`src/rtl/hec_tx_pkg.sv`:
```
package hec_tx_pkg;

  typedef enum logic [1:0] {
    HEC_INSERT   = 2'd0,
    HEC_PASS     = 2'd1,
    HEC_CORRUPT  = 2'd2,
    HEC_PASS_ALT = 2'd3
  } hec_mode_e;

  localparam logic [7:0] CRC_POLY  = 8'h07;
  localparam logic [7:0] HEC_COSET = 8'h55;
  localparam logic [7:0] BAD_MASK  = 8'h01;

  // One byte of CRC-8 update, most significant bit first.
  function automatic logic [7:0] crc8_step(input logic [7:0] crc, input logic [7:0] data);
    logic [7:0] r;
    r = crc ^ data;
    for (int i = 0; i < 8; i++) begin
      r = r[7] ? ((r << 1) ^ CRC_POLY) : (r << 1);
    end
    return r;
  endfunction

  // Value placed in the check slot for a given mode.
  function automatic logic [7:0] slot_value(input hec_mode_e m, input logic [7:0] hec,
                                            input logic [7:0] host_byte);
    logic [7:0] v;
    case (m)
      HEC_INSERT:  v = hec;
      HEC_CORRUPT: v = hec ^ BAD_MASK;
      default:     v = host_byte;
    endcase
    return v;
  endfunction

endpackage

```
`src/rtl/hec_cell_tracker.sv`:
```
module hec_cell_tracker #(
  parameter int CELL_BYTES = 53,
  parameter int HDR_BYTES  = 4
) (
  input  logic clk,
  input  logic rst_n,
  input  logic beat,
  input  logic soc,
  output logic in_cell,
  output logic first_byte,
  output logic hdr_slot,
  output logic hec_slot
);
  localparam int CNT_W = $clog2(CELL_BYTES + 1);
  localparam logic [CNT_W-1:0] LAST_IDX = CNT_W'(CELL_BYTES - 1);
  localparam logic [CNT_W-1:0] HEC_IDX  = CNT_W'(HDR_BYTES);

  logic             active_q;
  logic [CNT_W-1:0] cnt_q;
  logic [CNT_W-1:0] cur_idx;

  assign in_cell    = soc | active_q;
  assign cur_idx    = soc ? '0 : cnt_q;
  assign first_byte = soc;
  assign hdr_slot   = in_cell && (cur_idx < HEC_IDX);
  assign hec_slot   = in_cell && (cur_idx == HEC_IDX);

  always_ff @(posedge clk or negedge rst_n) begin
    if (!rst_n) begin
      active_q <= 1'b0;
      cnt_q    <= '0;
    end else if (beat && in_cell) begin
      if (cur_idx == LAST_IDX) begin
        active_q <= 1'b0;
        cnt_q    <= '0;
      end else begin
        active_q <= 1'b1;
        cnt_q    <= cur_idx + 1'b1;
      end
    end
  end
endmodule

```
`src/rtl/hec_crc_engine.sv`:
```
module hec_crc_engine
  import hec_tx_pkg::*;
(
  input  logic       clk,
  input  logic       rst_n,
  input  logic       beat,
  input  logic       hdr_slot,
  input  logic       first_byte,
  input  logic [7:0] data,
  output logic [7:0] hec_value
);
  logic [7:0] crc_q;
  logic [7:0] crc_base;

  assign crc_base  = first_byte ? 8'h00 : crc_q;
  assign hec_value = crc_q ^ HEC_COSET;

  always_ff @(posedge clk or negedge rst_n) begin
    if (!rst_n) begin
      crc_q <= 8'h00;
    end else if (beat && hdr_slot) begin
      crc_q <= crc8_step(crc_base, data);
    end
  end
endmodule

```
`src/rtl/hec_mode_hold.sv`:
```
module hec_mode_hold
  import hec_tx_pkg::*;
(
  input  logic      clk,
  input  logic      rst_n,
  input  logic      beat,
  input  logic      soc,
  input  hec_mode_e mode_i,
  output hec_mode_e cell_mode
);
  hec_mode_e mode_q;

  assign cell_mode = soc ? mode_i : mode_q;

  always_ff @(posedge clk or negedge rst_n) begin
    if (!rst_n) begin
      mode_q <= HEC_INSERT;
    end else if (beat && soc) begin
      mode_q <= mode_i;
    end
  end
endmodule

```
`src/rtl/hec_tx_inserter.sv`:
```
module hec_tx_inserter
  import hec_tx_pkg::*;
#(
  parameter int CELL_BYTES = 53,
  parameter int HDR_BYTES  = 4
) (
  input  logic       clk,
  input  logic       rst_n,
  input  logic [1:0] mode,
  input  logic       in_valid,
  output logic       in_ready,
  input  logic [7:0] in_data,
  input  logic       in_soc,
  output logic       out_valid,
  input  logic       out_ready,
  output logic [7:0] out_data,
  output logic       out_soc
);
  // Named internal events, visible to the bound checker.
  logic       beat;
  logic       in_cell;
  logic       first_byte;
  logic       hdr_slot;
  logic       hec_slot;
  logic [7:0] hec_value;
  hec_mode_e  cell_mode;
  logic [7:0] next_byte;

  assign in_ready = out_ready || !out_valid;
  assign beat     = in_valid && in_ready;

  hec_cell_tracker #(
    .CELL_BYTES(CELL_BYTES),
    .HDR_BYTES (HDR_BYTES)
  ) u_track (
    .clk       (clk),
    .rst_n     (rst_n),
    .beat      (beat),
    .soc       (in_soc),
    .in_cell   (in_cell),
    .first_byte(first_byte),
    .hdr_slot  (hdr_slot),
    .hec_slot  (hec_slot)
  );

  hec_crc_engine u_crc (
    .clk       (clk),
    .rst_n     (rst_n),
    .beat      (beat),
    .hdr_slot  (hdr_slot),
    .first_byte(first_byte),
    .data      (in_data),
    .hec_value (hec_value)
  );

  hec_mode_hold u_mode (
    .clk      (clk),
    .rst_n    (rst_n),
    .beat     (beat),
    .soc      (in_soc),
    .mode_i   (hec_mode_e'(mode)),
    .cell_mode(cell_mode)
  );

  assign next_byte = hec_slot ? slot_value(cell_mode, hec_value, in_data) : in_data;

  always_ff @(posedge clk or negedge rst_n) begin
    if (!rst_n) begin
      out_valid <= 1'b0;
      out_data  <= 8'h00;
      out_soc   <= 1'b0;
    end else if (beat) begin
      out_valid <= 1'b1;
      out_data  <= next_byte;
      out_soc   <= in_soc;
    end else if (out_ready) begin
      out_valid <= 1'b0;
    end
  end
endmodule

```
`config.mk`:
```
export PLATFORM = sky130hd
export DESIGN_NAME = hec_tx_inserter
export DESIGN_NICKNAME = d
export VERILOG_FILES = /design/src/rtl/hec_tx_pkg.sv /design/src/rtl/hec_cell_tracker.sv /design/src/rtl/hec_crc_engine.sv /design/src/rtl/hec_mode_hold.sv /design/src/rtl/hec_tx_inserter.sv
export SDC_FILE = /design/constraint.sdc
export NUM_CORES = 1
export LEC_CHECK = 0
export ABC_AREA = 1
export BUFFER_PORTS_ARGS = -buffer_cell sky130_fd_sc_hd__buf_2
export CAP_MARGIN = 15
export CORE_UTILIZATION = 50
export CTS_CLUSTER_SIZE = 24
export DETAILED_ROUTE_END_ITERATION = 10
export PLACE_DENSITY_LB_ADDON = 0.12
export SYNTH_ARGS = -nofsm -noshare
export SYNTH_HDL_FRONTEND = slang
export SYNTH_SLANG_ARGS = --single-unit
export TNS_END_PERCENT = 30
```
`constraint.sdc`:
```
create_clock -name clk -period 2.2 [get_ports clk]
set_clock_uncertainty 0.1 [all_clocks]
set_input_delay 0.44 -clock clk [delete_from_list [all_inputs] [get_ports clk]]
set_output_delay 0.44 -clock clk [all_outputs]
set_load 0.02 [all_outputs]
```
==> impl_metrics.toml <==
[sta]
worst_pin_slew_ns = 0.6098
setup_tns_ns = 0
relSlewSlack_pct = 59.34
fmax_mhz = 581.7
rsz0062_at_grt = "no"
hold_viol_final = 0
fin_crit_sh_pct = 78.14
setup_violations = 0
slew_viol_final = 0
fin_hold_ws_ns = 0.01221
fin_crit_ns = 1.719

[finish]
layout-drive-gt1-share_pct = 18.18
final.fill_count = 305
area_growth_pct = 13.10
diodes = 0
layout.nets = 270
multi_input_area_um2 = 829.5
final_cell_mix = "nand2_1 (74), inv_1 (29), dfrtp_1 (27)"
final_common_cell = "nand2_1"
register_area_um2 = 675.6

[worst_setup_path]
critPathSlowestCell = "buf_4"
crit_path_frequent_cell = "nand2_1"
cpPeakStageDelay_ns = 0.25
arrival_ns = 1.84
path_max_fanout = 14
rr_worst_depth = 10
cp-end-kind = "flop"
start_kind = "input pin"
worstPathRequired_ns = 2.32
cp_cell_sequence = "buf_2 > inv_2 > buf_4 > nand3_1 > nand2_1 > inv_1 > nand2_1 > nand3_1 > nand2_1 > nand2_1 > nand2_1 > o21ai_1"
crit_type = "in2reg"

[clocking]
cts.sinks = 27
clock-root-buffer = "clkbuf_4"
worst_skew_pair.late_latency_ns = 0.31
hold_buffers = 0
cts_tree = "built"
ctsResizeCount = 0
numCtsBuffers = 3
cts_buffer_depth = 2
htree_levels = 1
clk_pin_slew_ns = 0.14
cts_setup_buffers = 0

[synthesis]
syn_area_per_cell_um2 = 7.412
synth_area_leaders = "dfrtp_1 (41%), nand2_1 (17%), inv_1 (6.6%), nand3_1 (5.5%), xor2_4 (5.0%)"
ys_async_sr_fraction_pct = 100.0
ys.flop_type = "dfrtp_1"
synth_top_area_cell = "dfrtp_1"
synth_cells = 223
ys_seq_area_share_pct = 40.88
syn_area_mm2 = 0.001653
synth-seq-cells = 27
synth_top_area_share_pct = 40.88
yosysWarnings = 0
syn_nets = 239
ys_types = 25
synth_edf_count = 0

[global_route]
track_usage_pct = 21.52
antenna_found_initial = 0
grt_max_degree = 28
grt_pass1_wl_um = 5802
grt-ovfl-total = 0
first_global_vias = 1320

[floorplanning]
coreArea_mm2 = 0.003103
num_rows = 20
dieHeight_um = 59.50
die-area_mm2 = 0.003540
ioPinCount = 26
start_util_pct = 53.27
fp.dieW_um = 59.50

[routing]
wl_per_cell_um = 11.41
vias = 1439
first_iter_violations = 67
wl_um = 3388
drt_pass1_iterations = 4
route.detailed.drc = 0
drtAntennaViolNets = 0
avgViaCountPerCell = 4.845

[job]
maxCapViolCount = 0

[place]
dp_hpwl_um = 2557
io_buffers = 25
place_congestion = 0.8753

[pwr]
power_density_mw_per_mm2 = 854.2
leakagePower_uw = 0.0009878
vdd_ir_drop_max_mv = 0.4264

[status]
outcome = "completed"

[worst_hold_path]
hp-class = "in2async"
==> worst max-delay path: cells and delay by family <==
kind / cells / cell delay [ns]
AND/OR/NAND/NOR: 7 / 0.73
AO/OA/AOI/OAI: 1 / 0.06
buffers and inverters: 4 / 0.60
==> flip-flops by register name, indices dropped and copies added (netlist names) <==
register and cells:
out_data 8, out_soc 1, out_valid 1, u_crc.crc_q 8, u_mode.mode_q 2, u_track.active_q 1
u_track.cnt_q 6
==> cell usage after synthesis (2+ instances only) <==
cell and count:
nand3_1 18, nand2_1 74, nor2_1 14, inv_1 29, nand2_2 2, dfrtp_1 27
a21oi_1 10, o21ai_1 5, inv_2 4, o21ai_0 16, xor2_4 3, xnor2_1 3
xor2_1 4, nand2_4 3
==> stage by stage <==
step	total power (µW)	cells	utilization [%]	setup WS, ns	area (µm²)
after floorplan	1223	223	-	0.4409	1653
after global placement	1389	293	59.40	0.2023	1843
after detailed placement	1392	293	59.40	0.1777	1843
after CTS	1611	297	60.24	0.4937	1869
after global routing	1734	297	60.24	0.2970	1869
final	1597	297	60.24	0.4810	1869
==> kinds of logic (layout without fill, tap and decap cells) <==
| family | count (synthesis) | after routing | share of synthesized area, % |
|---|---|---|---|
| buffers and inverters | 37 | 67 | 8.931 |
| AOI/OAI and AO/OA | 35 | 35 | 11.20 |
| xor gates and xnor gates | 11 | 11 | 9.690 |
| and+or+nand+nor | 112 | 112 | 28.54 |
| DFF | 27 | 27 | 40.88 |
| adders and majority gates | 1 | 1 | 0.7569 |
==> final timing paths <==
path / from / slack, ns / end
setup / recovery: in_soc / 0.48 / u_crc.crc_q[1]
hold / removal: rst_n / 0.01 / out_data[6]
setup reg to reg: u_track.cnt_q[0] / 0.52 / out_data[6]
hold reg to reg: out_data[4] / 0.39 / out_data[4]
max in group asynchronous: rst_n / 1.59 / u_track.cnt_q[4]
min in group clk: out_ready / 0.28 / out_valid
==> metal layers <==
| metal | up-vias | routed length, µm | GRT usage, % |
|---|---|---|---|
| met5 | - | 0 | 0 |
| met4 | 0 | 20 | 4.983 |
| met3 | 2 | 89 | 1.965 |
| met2 | 25 | 1486 | 34.19 |
| met1 | 656 | 1792 | 31.72 |
| li1 | 756 | - | - |
==> cell type report <==
cell class,instances,area share [%]
repair buffers,29,8.300
flip-flops and latches,27,36.14
clock buffers,4,1.406
inverters,34,6.827
well taps,44,2.945
multi-input cells,159,44.38
==> power by group <==
group / internal [µW] / switching (µW) / leakage, µW / total, µW
Combinational: 250 / 410 / 0.000644 / 660
Clock: 70.8 / 140 / 0.0000150 / 211
Sequential: 620 / 105 / 0.000329 / 726
Total: 941 / 655 / 0.000988 / 1600
Note: power is estimated with default switching activity, not from simulation.
